==> config.mk <==
export PLATFORM = sky130hd
export DESIGN_NAME = egr_gate
export DESIGN_NICKNAME = d
export VERILOG_FILES = /design/src/rtl/egr_pkg.sv /design/src/rtl/egr_mode_flags.sv /design/src/rtl/egr_reg_bank.sv /design/src/rtl/egr_mem_gate.sv /design/src/rtl/egr_gate.sv
export SDC_FILE = /design/constraint.sdc
export NUM_CORES = 1
export LEC_CHECK = 0
export ABC_AREA = 1
export BUFFER_PORTS_ARGS = -buffer_cell sky130_fd_sc_hd__buf_2
export CAP_MARGIN = 20
export CORE_UTILIZATION = 40
export CTS_BUF_LIST = sky130_fd_sc_hd__clkbuf_8
export DETAILED_ROUTE_END_ITERATION = 8
export SLEW_MARGIN = 20
export SYNTH_ARGS = -nofsm -noshare
export SYNTH_HDL_FRONTEND = slang
export SYNTH_SLANG_ARGS = --single-unit
==> constraint.sdc <==
create_clock -name clk_i -period 1.5 [get_ports clk_i]
set_input_delay 0.3 -clock clk_i [delete_from_list [all_inputs] [get_ports clk_i]]
set_output_delay 0.3 -clock clk_i [all_outputs]
set_load 0.005 [all_outputs]
==> src/rtl/egr_pkg.sv <==
package egr_pkg;
  localparam int unsigned REG_W    = 16;
  localparam int unsigned NUM_REGS = 8;

  typedef logic [REG_W-1:0] word_t;

  typedef enum logic [2:0] {
    R_ACCESS = 3'd0,
    R_FGBG   = 3'd1,
    R_OPE    = 3'd2,
    R_FG     = 3'd3,
    R_MASK   = 3'd4,
    R_BG     = 3'd5,
    R_SHIFT  = 3'd6,
    R_LEN    = 3'd7
  } reg_sel_e;

  localparam word_t RST_ACCESS = 16'hFFF0;
  localparam word_t RST_FGBG   = 16'h00FF;

  function automatic word_t reset_value(input int unsigned idx);
    case (idx)
      0:       return RST_ACCESS;
      1:       return RST_FGBG;
      default: return '0;
    endcase
  endfunction
endpackage

==> src/rtl/egr_mode_flags.sv <==
module egr_mode_flags #(
  parameter int unsigned NUM_FLAGS    = 128,
  parameter int unsigned EXT_FLAG_IDX = 2,
  localparam int unsigned IDX_W       = $clog2(NUM_FLAGS),
  localparam int unsigned BYTE_W      = IDX_W + 1
) (
  input  logic                 clk_i,
  input  logic                 rst_ni,
  input  logic                 strap_allow_i,
  input  logic                 we_i,
  input  logic [BYTE_W-1:0]    data_i,
  output logic [NUM_FLAGS-1:0] flags_o,
  output logic                 unit_en_o
);
  logic [IDX_W-1:0] idx;
  logic             val;

  assign idx = data_i[BYTE_W-1:1];
  assign val = data_i[0];

  for (genvar g = 0; g < NUM_FLAGS; g++) begin : g_flag
    logic nxt;
    if (g == EXT_FLAG_IDX) begin : g_ext
      assign nxt = val & strap_allow_i;  // strap forces ext flag low
    end else begin : g_plain
      assign nxt = val;
    end
    always_ff @(posedge clk_i or negedge rst_ni) begin
      if (!rst_ni)                             flags_o[g] <= 1'b0;
      else if (we_i && idx == IDX_W'(g))       flags_o[g] <= nxt;
    end
  end

  assign unit_en_o = strap_allow_i & flags_o[EXT_FLAG_IDX];

  AST_EXT_FLAG_STRAP: assert property (@(posedge clk_i) disable iff (!rst_ni)
    (we_i && !strap_allow_i && idx == IDX_W'(EXT_FLAG_IDX)) |=> !flags_o[EXT_FLAG_IDX]);

  AST_FLAG_WRITE: assert property (@(posedge clk_i) disable iff (!rst_ni)
    (we_i && idx != IDX_W'(EXT_FLAG_IDX)) |=> flags_o[$past(idx)] == $past(val));
endmodule

==> src/rtl/egr_reg_bank.sv <==
module egr_reg_bank
  import egr_pkg::*;
#(
  parameter int unsigned MASK_LOCK_HI = 14,
  parameter int unsigned MASK_LOCK_LO = 13,
  localparam int unsigned ADDR_W      = $clog2(NUM_REGS * 2)
) (
  input  logic                      clk_i,
  input  logic                      rst_ni,
  input  logic                      wr_ok_i,
  input  logic                      we_i,
  input  logic [ADDR_W-1:0]         addr_i,
  input  logic [7:0]                data_i,
  output logic [NUM_REGS-1:0][REG_W-1:0] regs_o,
  output logic                      recalc_o
);
  logic       accept;
  logic [2:0] sel;
  logic       hi;
  logic       mask_lock;

  assign sel       = addr_i[ADDR_W-1:1];
  assign hi        = addr_i[0];
  assign mask_lock = regs_o[R_FGBG][MASK_LOCK_HI] | regs_o[R_FGBG][MASK_LOCK_LO];
  assign accept    = we_i & wr_ok_i;

  for (genvar g = 0; g < NUM_REGS; g++) begin : g_reg
    logic hit;
    if (g == int'(R_MASK)) begin : g_mask
      assign hit = accept && sel == 3'(g) && !mask_lock;
    end else begin : g_std
      assign hit = accept && sel == 3'(g);
    end
    always_ff @(posedge clk_i or negedge rst_ni) begin
      if (!rst_ni) regs_o[g] <= reset_value(g);
      else if (hit) begin
        if (hi) regs_o[g][15:8] <= data_i;
        else    regs_o[g][7:0]  <= data_i;
      end
    end
  end

  always_ff @(posedge clk_i or negedge rst_ni) begin
    if (!rst_ni) recalc_o <= 1'b0;
    else         recalc_o <= accept && (sel == R_SHIFT || sel == R_LEN);
  end

  AST_GATED_WRITE: assert property (@(posedge clk_i) disable iff (!rst_ni)
    (we_i && !wr_ok_i) |=> $stable(regs_o));

  AST_MASK_LOCK: assert property (@(posedge clk_i) disable iff (!rst_ni)
    (we_i && sel == R_MASK && mask_lock) |=> $stable(regs_o[R_MASK]));

  AST_RECALC_CAUSE: assert property (@(posedge clk_i) disable iff (!rst_ni)
    recalc_o |-> $past(we_i && wr_ok_i && sel[2:1] == 2'b11));
endmodule

==> src/rtl/egr_mem_gate.sv <==
module egr_mem_gate #(
  parameter int unsigned DATA_W = 16
) (
  input  logic              en_i,
  input  logic [DATA_W-1:0] rdata_i,
  input  logic              we_i,
  output logic [DATA_W-1:0] rdata_o,
  output logic              we_o
);
  assign rdata_o = en_i ? rdata_i : '0;
  assign we_o    = en_i & we_i;
endmodule

==> src/rtl/egr_gate.sv <==
module egr_gate
  import egr_pkg::*;
#(
  parameter int unsigned NUM_FLAGS    = 128,
  parameter int unsigned EXT_FLAG_IDX = 2,
  parameter int unsigned MEM_W        = 16
) (
  input  logic                 clk_i,
  input  logic                 rst_ni,
  input  logic                 strap_allow_i,
  input  logic                 cg_mode_i,
  input  logic                 mode_we_i,
  input  logic [7:0]           mode_data_i,
  input  logic                 reg_we_i,
  input  logic [3:0]           reg_addr_i,
  input  logic [7:0]           reg_data_i,
  input  logic [MEM_W-1:0]     mem_rdata_i,
  input  logic                 mem_we_i,
  output logic [MEM_W-1:0]     mem_rdata_o,
  output logic                 mem_we_o,
  output logic                 unit_en_o,
  output logic [NUM_FLAGS-1:0] mode_flags_o,
  output logic [15:0]          access_o,
  output logic [15:0]          fgbg_o,
  output logic [15:0]          ope_o,
  output logic [15:0]          fg_o,
  output logic [15:0]          mask_o,
  output logic [15:0]          bg_o,
  output logic [15:0]          shift_o,
  output logic [15:0]          len_o,
  output logic                 recalc_o
);
  logic [NUM_REGS-1:0][REG_W-1:0] regs;

  egr_mode_flags #(
    .NUM_FLAGS   (NUM_FLAGS),
    .EXT_FLAG_IDX(EXT_FLAG_IDX)
  ) u_flags (
    .clk_i        (clk_i),
    .rst_ni       (rst_ni),
    .strap_allow_i(strap_allow_i),
    .we_i         (mode_we_i),
    .data_i       (mode_data_i),
    .flags_o      (mode_flags_o),
    .unit_en_o    (unit_en_o)
  );

  egr_reg_bank u_bank (
    .clk_i   (clk_i),
    .rst_ni  (rst_ni),
    .wr_ok_i (cg_mode_i & unit_en_o),
    .we_i    (reg_we_i),
    .addr_i  (reg_addr_i),
    .data_i  (reg_data_i),
    .regs_o  (regs),
    .recalc_o(recalc_o)
  );

  egr_mem_gate #(.DATA_W(MEM_W)) u_mem (
    .en_i   (unit_en_o),
    .rdata_i(mem_rdata_i),
    .we_i   (mem_we_i),
    .rdata_o(mem_rdata_o),
    .we_o   (mem_we_o)
  );

  assign access_o = regs[R_ACCESS];
  assign fgbg_o   = regs[R_FGBG];
  assign ope_o    = regs[R_OPE];
  assign fg_o     = regs[R_FG];
  assign mask_o   = regs[R_MASK];
  assign bg_o     = regs[R_BG];
  assign shift_o  = regs[R_SHIFT];
  assign len_o    = regs[R_LEN];

  AST_MEM_WE_NEEDS_STRAP: assert property (@(posedge clk_i) disable iff (!rst_ni)
    mem_we_o |-> (strap_allow_i && mode_flags_o[EXT_FLAG_IDX]));

  AST_MEM_RD_ZERO: assert property (@(posedge clk_i) disable iff (!rst_ni)
    !mode_flags_o[EXT_FLAG_IDX] |-> mem_rdata_o == '0);
endmodule

---- Word-level counts from Yosys, hierarchy flattened ----
Cells that the tools add are included.
cells by class
  eq/ne operators ......................... 134
  mux-type cells .......................... 1
  bitwise gates (word level) .............. 7
  reductions and logical operators ........ 158
operators with widths
  kind                                                  number
  equality test 7 bit (second input constant)           64
  equality test 7 x 6 -> 1 bit (second input constant)  32
  logical AND 1 bit                                     138
  equality test 7 x 5 -> 1 bit (second input constant)  16
  equality test 7 x 4 -> 1 bit (second input constant)  8
  AND reduction 2 bit                                   16
  equality test 7 x 3 -> 1 bit (second input constant)  4
  two-way mux 16 bit                                    1
  equality test 7 x 2 -> 1 bit (second input constant)  2
  equality test 3 bit (second input constant)           4
  equality test 7 x 1 -> 1 bit (second input constant)  1
  zero test 7 bit                                       1
  equality test 3 x 2 -> 1 bit (second input constant)  2
  bitwise AND 1 bit                                     5
  equality test 3 x 1 -> 1 bit (second input constant)  1
  zero test 3 bit                                       1
  zero test 1 bit                                       1
  logical OR 1 bit                                      1
  NOT 1 bit                                             1
  bitwise OR 1 bit                                      1
storage, ports and cells
  register bits ........................... 257
  input bits .............................. 43
  output and inout bits ................... 275
  word-level logic and storage cells ...... 445

---- Longest topological paths before layout ----
Gate-level depths: netlist of run 1.
  depth in word-level cells ............... 6
  gate-level depth with buffers ........... 8
  depth with buffers taken out ............ 7

---- Modules after synthesis ----
From an unflattened synthesis of run 1, not the netlist that was laid out.
second synthesis, totals
  cell total of the unflattened synthesis .. 1,236
  area total of the unflattened synthesis .. 10,874.2 um2
by module, submodules not included
  module          times used  cells each  area an instance (um2)  sequential area each (um2)
  egr_mode_flags  1           724         5,793.1                 3,203.1
  egr_reg_bank    1           474         4,917.2                 3,253.1
  egr_mem_gate    1           36          156.4                   0.0
  egr_gate        1           2           7.5                     0.0

---- Worst setup path after synthesis of run 1 ----
No wires, ideal clock.
  path type ............................... register to output
  start ................................... register u_flags.flags_o[2]
  end ..................................... output unit_en_o
  data arrival time ....................... 1.181 ns
  required time ........................... 1.200 ns
  slack ................................... 0.019 ns
  stages on the path, launching flop included .. 5
  buffers on the path ..................... 2
  cell sequence ........................... dfrtp_1 > nand2_2 > buf_1 > buf_1 > inv_1
on the way
  cells in the longest elaborated chain, start to end .. 1
RTL lines
  what                             RTL line              RTL
  start, declared                  egr_mode_flags.sv:12  output logic [NUM_FLAGS-1:0] flags_o,
  start signal, assigned by index  egr_mode_flags.sv:30  else if (we_i && idx == IDX_W'(g)) flags_o[g] <= nxt;
  bitwise AND 1 bit                egr_mode_flags.sv:34  assign unit_en_o = strap_allow_i & flags_o[EXT_FLAG_IDX];
  end, declared                    egr_gate.sv:21        output logic unit_en_o,
Every way passes these cells.

---- Worst setup path after layout of run 1 ----
  start ................................... register u_flags.flags_o[2]
  end ..................................... output mem_rdata_o[15]
on the way
  cells in the longest elaborated chain, start to end .. 2
RTL lines
  what                RTL line              RTL
  bitwise AND 1 bit   egr_mode_flags.sv:34
  two-way mux 16 bit  egr_mem_gate.sv:10    assign rdata_o = en_i ? rdata_i : '0;
  end, declared       egr_gate.sv:19        output logic [MEM_W-1:0] mem_rdata_o,
Every way passes these cells.

==> results of run 1 <==
==> flip-flops by register name (all words and copies together), names as in the netlist <==
register and cells:
u_flags.flags_o 128, u_bank.recalc_o 1, u_bank.regs_o 128
==> logic make-up after synthesis <==
kind of cell	synth area share, %
AO/OA/AOI/OAI	9.752
buffers and inverters	5.969
flip-flops	58.78
AND/OR/NAND/NOR	25.50
==> worst min-delay path, stage by stage <==
cell,delay [ns]
buf_2,0.11
nand4_1,0.08
nand2_1,0.05
==> Yosys cell counts (7+ instances only) <==
| cell | instances |
|---|---|
| nand2_1 | 372 |
| nand3_4 | 10 |
| o21ai_1 | 65 |
| nand4_1 | 43 |
| nor2_1 | 30 |
| dfstp_2 | 20 |
| nand2_2 | 7 |
| buf_6 | 8 |
| nand3_1 | 79 |
| dfrtp_1 | 237 |
| clkbuf_1 | 23 |
| nor2_4 | 19 |
| buf_2 | 27 |
| o21ai_0 | 149 |
| nor2_2 | 8 |
| inv_1 | 68 |
==> per-layer routing <==
metal	part of all wire (%)	wire length [um]	track usage (%)	up-vias
met5	0	0	0	-
met4	1.8	606	5.864	0
met3	8.1	2740	6.405	51
met2	47	15960	37.61	406
met1	43	14670	32.39	4646
li1	-	-	-	4654
==> how the worst max path moves through the flow <==
stage                                  start             endpoint  slack (ns)  cells past startpoint
final                     u_flags.flags_o[2]      mem_rdata_o[15]       -0.16                      4
after global routing      u_flags.flags_o[2]       mem_rdata_o[1]       -0.23                      4
after CTS                 u_flags.flags_o[2]      mem_rdata_o[15]       -0.18                      4
after detailed placement      mode_data_i[1]  u_flags.flags_o[62]       -0.02                      7
after global placement        mode_data_i[2]  u_flags.flags_o[89]       0.008                      7
after floorplan           u_flags.flags_o[2]            unit_en_o        0.02                      4
==> per-stage QoR <==
step           instance area (um2)   TNS, ns  setup WS (ns)  util [%]  hold slack [ns]
2_1_floorplan                10980         0        0.01948         -         0.004409
3_3_place_gp                 13290         0       0.008052     49.33           0.2582
3_5_place_dp                 13290  -0.02357       -0.02182     49.33           0.2529
4_1_cts                      14240    -3.283        -0.1838     52.85          0.01318
5_1_grt                      14390    -4.886        -0.2296     53.40          0.01646
6_report                     14390    -2.635        -0.1568     53.40          0.05041
==> power breakdown <==
group / internal, W / total, W / switching, W
clock: 0.00357 / 0.00630 / 0.00273
sequential: 0.00725 / 0.00744 / 0.000184
combinational: 0.000562 / 0.00152 / 0.000960
total: 0.0114 / 0.0153 / 0.00388
==> area by class of cell <==
| class | instances | area (um2) | share of cell area (%) |
|---|---|---|---|
| Tap cell | 341 | 426.7 | 2.965 |
| Multi-Input combinational cell | 799 | 4004 | 27.82 |
| Sequential cell | 257 | 6456 | 44.86 |
| Timing Repair Buffer | 384 | 2344 | 16.28 |
| Inverter | 74 | 282.8 | 1.965 |
| Clock buffer | 54 | 743.2 | 5.164 |
| Clock inverter | 20 | 135.1 | 0.9390 |
==> what timing repair did <==
item | in CTS | in global routing
endpoints found under the setup margin | 30 | 79
cloned | 0 | 5
buffers inserted | 3 | 0
gates resized for setup | 9 | 30
hold endpoints to repair | 31 | 0
pin swaps | 1 | 5
hold buffers | 1 | 0
==> run_results.csv, run 1 <==
group,metric,value,unit
placement,hpwl,23680,um
worst_setup_path,cp.arrival,1.36,ns
synthesis,netlist_area,0.01098,mm2
die,ios,318,
run_status,violations,"setup timing",
sta,max_freq,0.6036,GHz
pwr,peakVddDrop,0.0005814,V
worst_setup_path,slowest_stage,"dfrtp_1",
synthesis,synth_area_leaders,"dfrtp_1 54%, nand2_1 13%, o21ai_0 6.8%",
worst_setup_path,critPathKind,"reg -> out",
synthesis,syn-instance-count,1191,
global_routing,antenna_found_initial,0,
pwr,power,0.01526,W
die,die_w,167.7,um
clock_tree,clockBufferDepth,3,
synthesis,ys_dominant_reg_cell,"dfrtp_1",
clock_tree,clockRootBuffer,"clkbuf_8",
clock_tree,cts_buffers,45,
route,routed_wl,33980,um
min_path,worstHoldPathCells,3,
sta,fin_skew,0.007770,ns
route,first_iter_violations,797,
synthesis,synth_edf_count,0,
pwr,power-per-cell-area,1060,mW/mm2
synthesis,synth.avg_cell_area,9.222,um2
placement,io_buffers,317,
placement,globalplace.congestion,0.8977,
route,vias_per_cell,5.058,
placement,dpl.cell_count,1846,
sta,relSlewSlack,56.22,%
route,first_pass_iters,5,
global_routing,gr-total-overflow,0,
synthesis,synth_top_cell_area_share,54.00,%
finish,final_cell_mix,"372 x nand2_1, 310 x buf_2, 237 x dfrtp_1",
worst_setup_path,endpoint_kind,"output port",
global_routing,grt_pass1_wl,52120,um
sta,post-route-period-util,110.5,%
worst_setup_path,r2r-end,"u_bank.regs_o[35]",
pwr,p_leak,7.664,nW
route,drc,0,
min_path,hold_start,"reg_data_i[7]",
sta,layout_setup_ws,-0.1568,ns
synthesis,synthArstFlopShare,100.0,%
route,post_drt_wl_per_cell,17.61,um
sta,maxSlewViolCount,0,
global_routing,grt_start_max_net_pins,59,
clock_tree,clk_pin_slew_worst_paths,0.06,ns
synthesis,netlist-cell-type-count,26,
clock_tree,clk_latency,0.53,ns
clock_tree,cts_tree,"yes",
worst_setup_path,crit_path_start_kind,"flip-flop",
global_routing,grt_use_total,23.77,%
worst_setup_path,critPathMaxFanout,19,
synthesis,synth-seq-cells,257,
route,antenna_left,0,
worst_setup_path,cp_top_family,"flip-flops",
sta,min_period,1.657,ns
synthesis,ys_seq_area_share,58.78,%
finish,final_net_count,1604,
sta,rsz0062_at_grt,"true",
die,die_area,0.02813,mm2
die,die_y,167.7,um
clock_tree,cts_sinks,257,
worst_setup_path,cpPeakStageDelay,0.40,ns
job,maxCapViolations,0,
finish,stdcell_count,1929,
global_routing,grt_pass1_vias,9077,
synthesis,yosysTopAreaCell,"dfrtp_1",
worst_setup_path,rrSetupSlack,0.06,ns
finish,final_common_cell,"nand2_1",
worst_setup_path,reg2reg_from,"u_flags.flags_o[2]",
synthesis,ys_warn_count,0,
finish,syn_to_final_growth,31.03,%
die,num_rows,60,
worst_setup_path,reg2regPathDepth,7,
finish,drive_gt1_share,33.94,%
min_path,holdPathEnd,"u_bank.regs_o[71]",
die,core-area,0.02695,mm2
synthesis,synth_fp_nets,1234,
run_status,status,"finished with violations",
finish,fillCellCount,2505,
worst_setup_path,worstPathCellList,"nand2_4 > buf_12 > nor2_1 > buf_2",
clock_tree,htree_levels,2,
sta,tightest_slew,0.6543,ns
route,num_vias,9757,
sta,hold_viol_final,0,
min_path,min_path_type,"in -> reg",
sta,setup_viol,18,
die,start_util,40.75,%
finish,antenna_cells,0,
worst_setup_path,path_buf_inv,2,
worst_setup_path,crit_required,1.20,ns
No activity file was read; power rests on OpenSTA's default activity.
==> inputs of run 2 (changes only) <==
--- a/config.mk
+++ b/config.mk
@@ -5,11 +5,10 @@
 export SDC_FILE = /design/constraint.sdc
 export NUM_CORES = 1
 export LEC_CHECK = 0
-export ABC_AREA = 1
 export BUFFER_PORTS_ARGS = -buffer_cell sky130_fd_sc_hd__buf_2
 export CAP_MARGIN = 20
 export CORE_UTILIZATION = 40
-export CTS_BUF_LIST = sky130_fd_sc_hd__clkbuf_8
+export CTS_BUF_LIST = sky130_fd_sc_hd__clkbuf_4
 export DETAILED_ROUTE_END_ITERATION = 8
 export SLEW_MARGIN = 20
 export SYNTH_ARGS = -nofsm -noshare
==> run 2 against run 1 <==
Net effect:
- the flow still finishes with violations (setup timing)
- maximum frequency down 9.2%
- non-clock buffer count up 199
- sequential cell count unchanged
- critical path depth down 1
- wire length up 1.2%
- first-iteration DRC count down 49%
- clock skew up 0.041 ns
- largest cell class unchanged
- largest power group unchanged
- highest routed layer unchanged
==> run_results.csv, run 2 <==
group,metric,value,unit
finish,final_net_count,1409,
worst_setup_path,endpoint_kind,"output port",
synthesis,ys_seq_area_share,59.52,%
route,post_drt_wl_per_cell,19.64,um
finish,final_cell_mix,"272 x buf_2, 236 x dfrtp_1, 213 x buf_4",
synthesis,synth_fp_nets,821,
placement,globalplace.congestion,0.8027,
sta,tightest_slew,0.4629,ns
min_path,min_path_type,"in -> async",
route,first_pass_iters,4,
die,num_rows,59,
synthesis,netlist_area,0.01085,mm2
synthesis,synth_edf_count,0,
worst_setup_path,crit_required,1.20,ns
placement,io_buffers,317,
finish,fin_area,0.01806,mm2
pwr,peakVddDrop,0.0006237,V
clock_tree,clk_latency,0.69,ns
sta,min_period,1.824,ns
clock_tree,clockBufferDepth,3,
synthesis,yosysTopAreaCell,"dfrtp_1",
die,ios,318,
route,routed_wl,34380,um
synthesis,ys_warn_count,0,
sta,maxSlewViolCount,0,
synthesis,synth_area_leaders,"dfrtp_1 55%, mux2_2 25%, nor3_1 5.8%",
placement,place_ws,-0.3098,ns
sta,holdWs,0.1264,ns
synthesis,netlist-cell-type-count,29,
clock_tree,clk_pin_slew_worst_paths,0.07,ns
sta,relSlewSlack,69.14,%
sta,layout_setup_ws,-0.3244,ns
clock_tree,cts_buffers,75,
synthesis,synth_top_cell_area_share,54.68,%
route,vias_per_cell,5.023,
die,die_y,166.7,um
finish,top_regs,"u_bank.regs_o: 128 flops, u_flags.flags_o: 128 flops, u_bank.recalc_o: 1 flops",
global_routing,grt_start_max_net_pins,45,
global_routing,antenna_found_initial,1,
sta,max_freq,0.5481,GHz
worst_setup_path,cpPeakStageDelay,0.42,ns
route,antenna_left,0,
finish,final_common_cell,"buf_2",
clock_tree,htree_levels,3,
synthesis,synth-seq-cells,257,
die,core-area,0.02635,mm2
sta,hold_viol_final,0,
finish,syn_to_final_growth,66.54,%
synthesis,syn-instance-count,778,
finish,drive_gt1_share,78.50,%
worst_setup_path,critPathKind,"reg -> out",
run_status,violations,"setup timing",
clock_tree,cts_tree,"yes",
synthesis,yosysMostFrequentCell,"mux2_2",
clock_tree,cts_sinks,257,
worst_setup_path,crit_path_start_kind,"flip-flop",
clock_tree,clockRootBuffer,"clkbuf_4",
global_routing,grt_pass1_wl,53510,um
route,first_iter_violations,403,
route,num_vias,8795,
sta,post-route-period-util,121.6,%
synthesis,synth.avg_cell_area,13.94,um2
synthesis,synthArstFlopShare,100.0,%
placement,dpl_cell_area,0.01490,mm2
sta,rsz0062_at_grt,"true",
global_routing,grt_use_total,24.86,%
job,maxCapViolations,0,
placement,hpwl,21870,um
global_routing,grt_pass1_vias,8966,
worst_setup_path,worstPathCellList,"buf_12 > and3_1 > buf_2",
run_status,status,"finished with violations",
route,drc,0,
worst_setup_path,slowest_stage,"dfrtp_2",
synthesis,synth_common_cells,"245 x mux2_2, 237 x dfrtp_1, 126 x nor3_1, 55 x clkbuf_1, 20 x dfstp_2",
worst_setup_path,cp_top_family,"flip-flops",
die,start_util,41.16,%
worst_setup_path,critPathMaxFanout,19,
sta,fin_skew,0.04849,ns
global_routing,gr-total-overflow,0,
worst_setup_path,path_buf_inv,2,
die,die_w,166.7,um
die,die_area,0.02778,mm2
pwr,power-per-cell-area,914.2,mW/mm2
finish,fillCellCount,1937,
worst_setup_path,cp.arrival,1.52,ns
sta,setup_viol,184,
pwr,p_leak,9.941,nW
synthesis,ys_dominant_reg_cell,"dfrtp_1",
==> run 2: cell types whose count changed in the layout (fill, tap and decap cells not counted), sizes merged, moves of 5 or more <==
cell,before,now
nand4,43,1
clkbuf,54,111
nand2,383,5
nor3,2,139
mux2,0,255
buf,383,579
o21ai,214,0
nand3,98,2
nor2,58,0
inv,88,0
clkinv,3,8
nand2b,0,7
and3,0,19
==> run 2: final timing paths <==
path,startpoint,to,slack (ns),cells after the start
setup / recovery,u_flags.flags_o[2],mem_rdata_o[9],-0.32,3
hold / removal,rst_ni,u_bank.recalc_o,0.13,2
setup reg to reg,u_flags.flags_o[2],u_bank.regs_o[1],-0.28,5
hold reg to reg,u_flags.flags_o[119],u_flags.flags_o[119],0.50,1
max in group asynchronous,rst_ni,u_flags.flags_o[15],0.76,3
min in group clk_i,reg_data_i[7],u_bank.regs_o[15],0.15,2
==> run 2: logic make-up (layout without fill, tap and decap cells) <==
kind of cell,after synthesis,count (layout),share of synthesized area [%]
flip-flops,257,257,59.52
other,0,2,0
multiplexers,255,255,26.75
AO/OA/AOI/OAI,2,2,0.1500
buffers and inverters,72,708,2.826
AND/OR/NAND/NOR,192,192,10.75
==> run 2: final cells by class <==
| class | instances | area [um2] | share of cell area [%] |
|---|---|---|---|
| multi-input combinational | 449 | 5853 | 32.40 |
| timing repair buffer | 583 | 4352 | 24.09 |
| antenna | 2 | 5.005 | 0.02771 |
| tap | 335 | 419.2 | 2.320 |
| sequential | 257 | 6457 | 35.75 |
| clock inverter | 14 | 143.9 | 0.7966 |
| clock buffer | 111 | 833.3 | 4.613 |
==> run 2: power breakdown <==
part | total (W) | switching, W | leakage (nW) | internal (W)
clock | 0.00689 | 0.00302 | 0.568 | 0.00387
sequential | 0.00743 | 0.000185 | 3.47 | 0.00725
combinational | 0.00218 | 0.00107 | 5.90 | 0.00112
total | 0.0165 | 0.00427 | 9.94 | 0.0122
==> run 2: per-layer routing <==
layer  wire [um]  up-vias  track usage, %
li1            -     4025               -
met1       14760     4398           32.89
met2       16380      309           39.15
met4         811        0           8.897
met5           0        -               0
met3        2427       63           6.939
==> run 2: repair_timing <==
action                                 4_1_cts  5_1_grt
setup endpoints to repair                  386      403
cloned                                       0        0
resized for setup                          153       32
buffers inserted                           104       73
endpoints found under the hold margin      248        0
hold buffers                                 4        0
pin swaps                                   11        1
==> run 2: stage by stage <==
step | power (W) | instances | setup TNS [ns] | utilization [%]
detailed placement | 0.009372 | 1444 | -44.81 | 56.53
CTS | 0.01663 | 1677 | -39.07 | 65.83
floorplan | 0.008427 | 778 | -22.89 | -
global placement | 0.009355 | 1444 | -41.31 | 56.53
global route | 0.01731 | 1751 | -54.40 | 68.54
finish | 0.01651 | 1751 | -31.36 | 68.54
==> run 2: worst register-to-register path, cell delays in order, from the launching register on <==
cell and delay, ns:
dfrtp_2 0.38, buf_4 0.11, buf_6 0.11, nand4b_4 0.14, or4_4 0.63, mux2_4 0.33
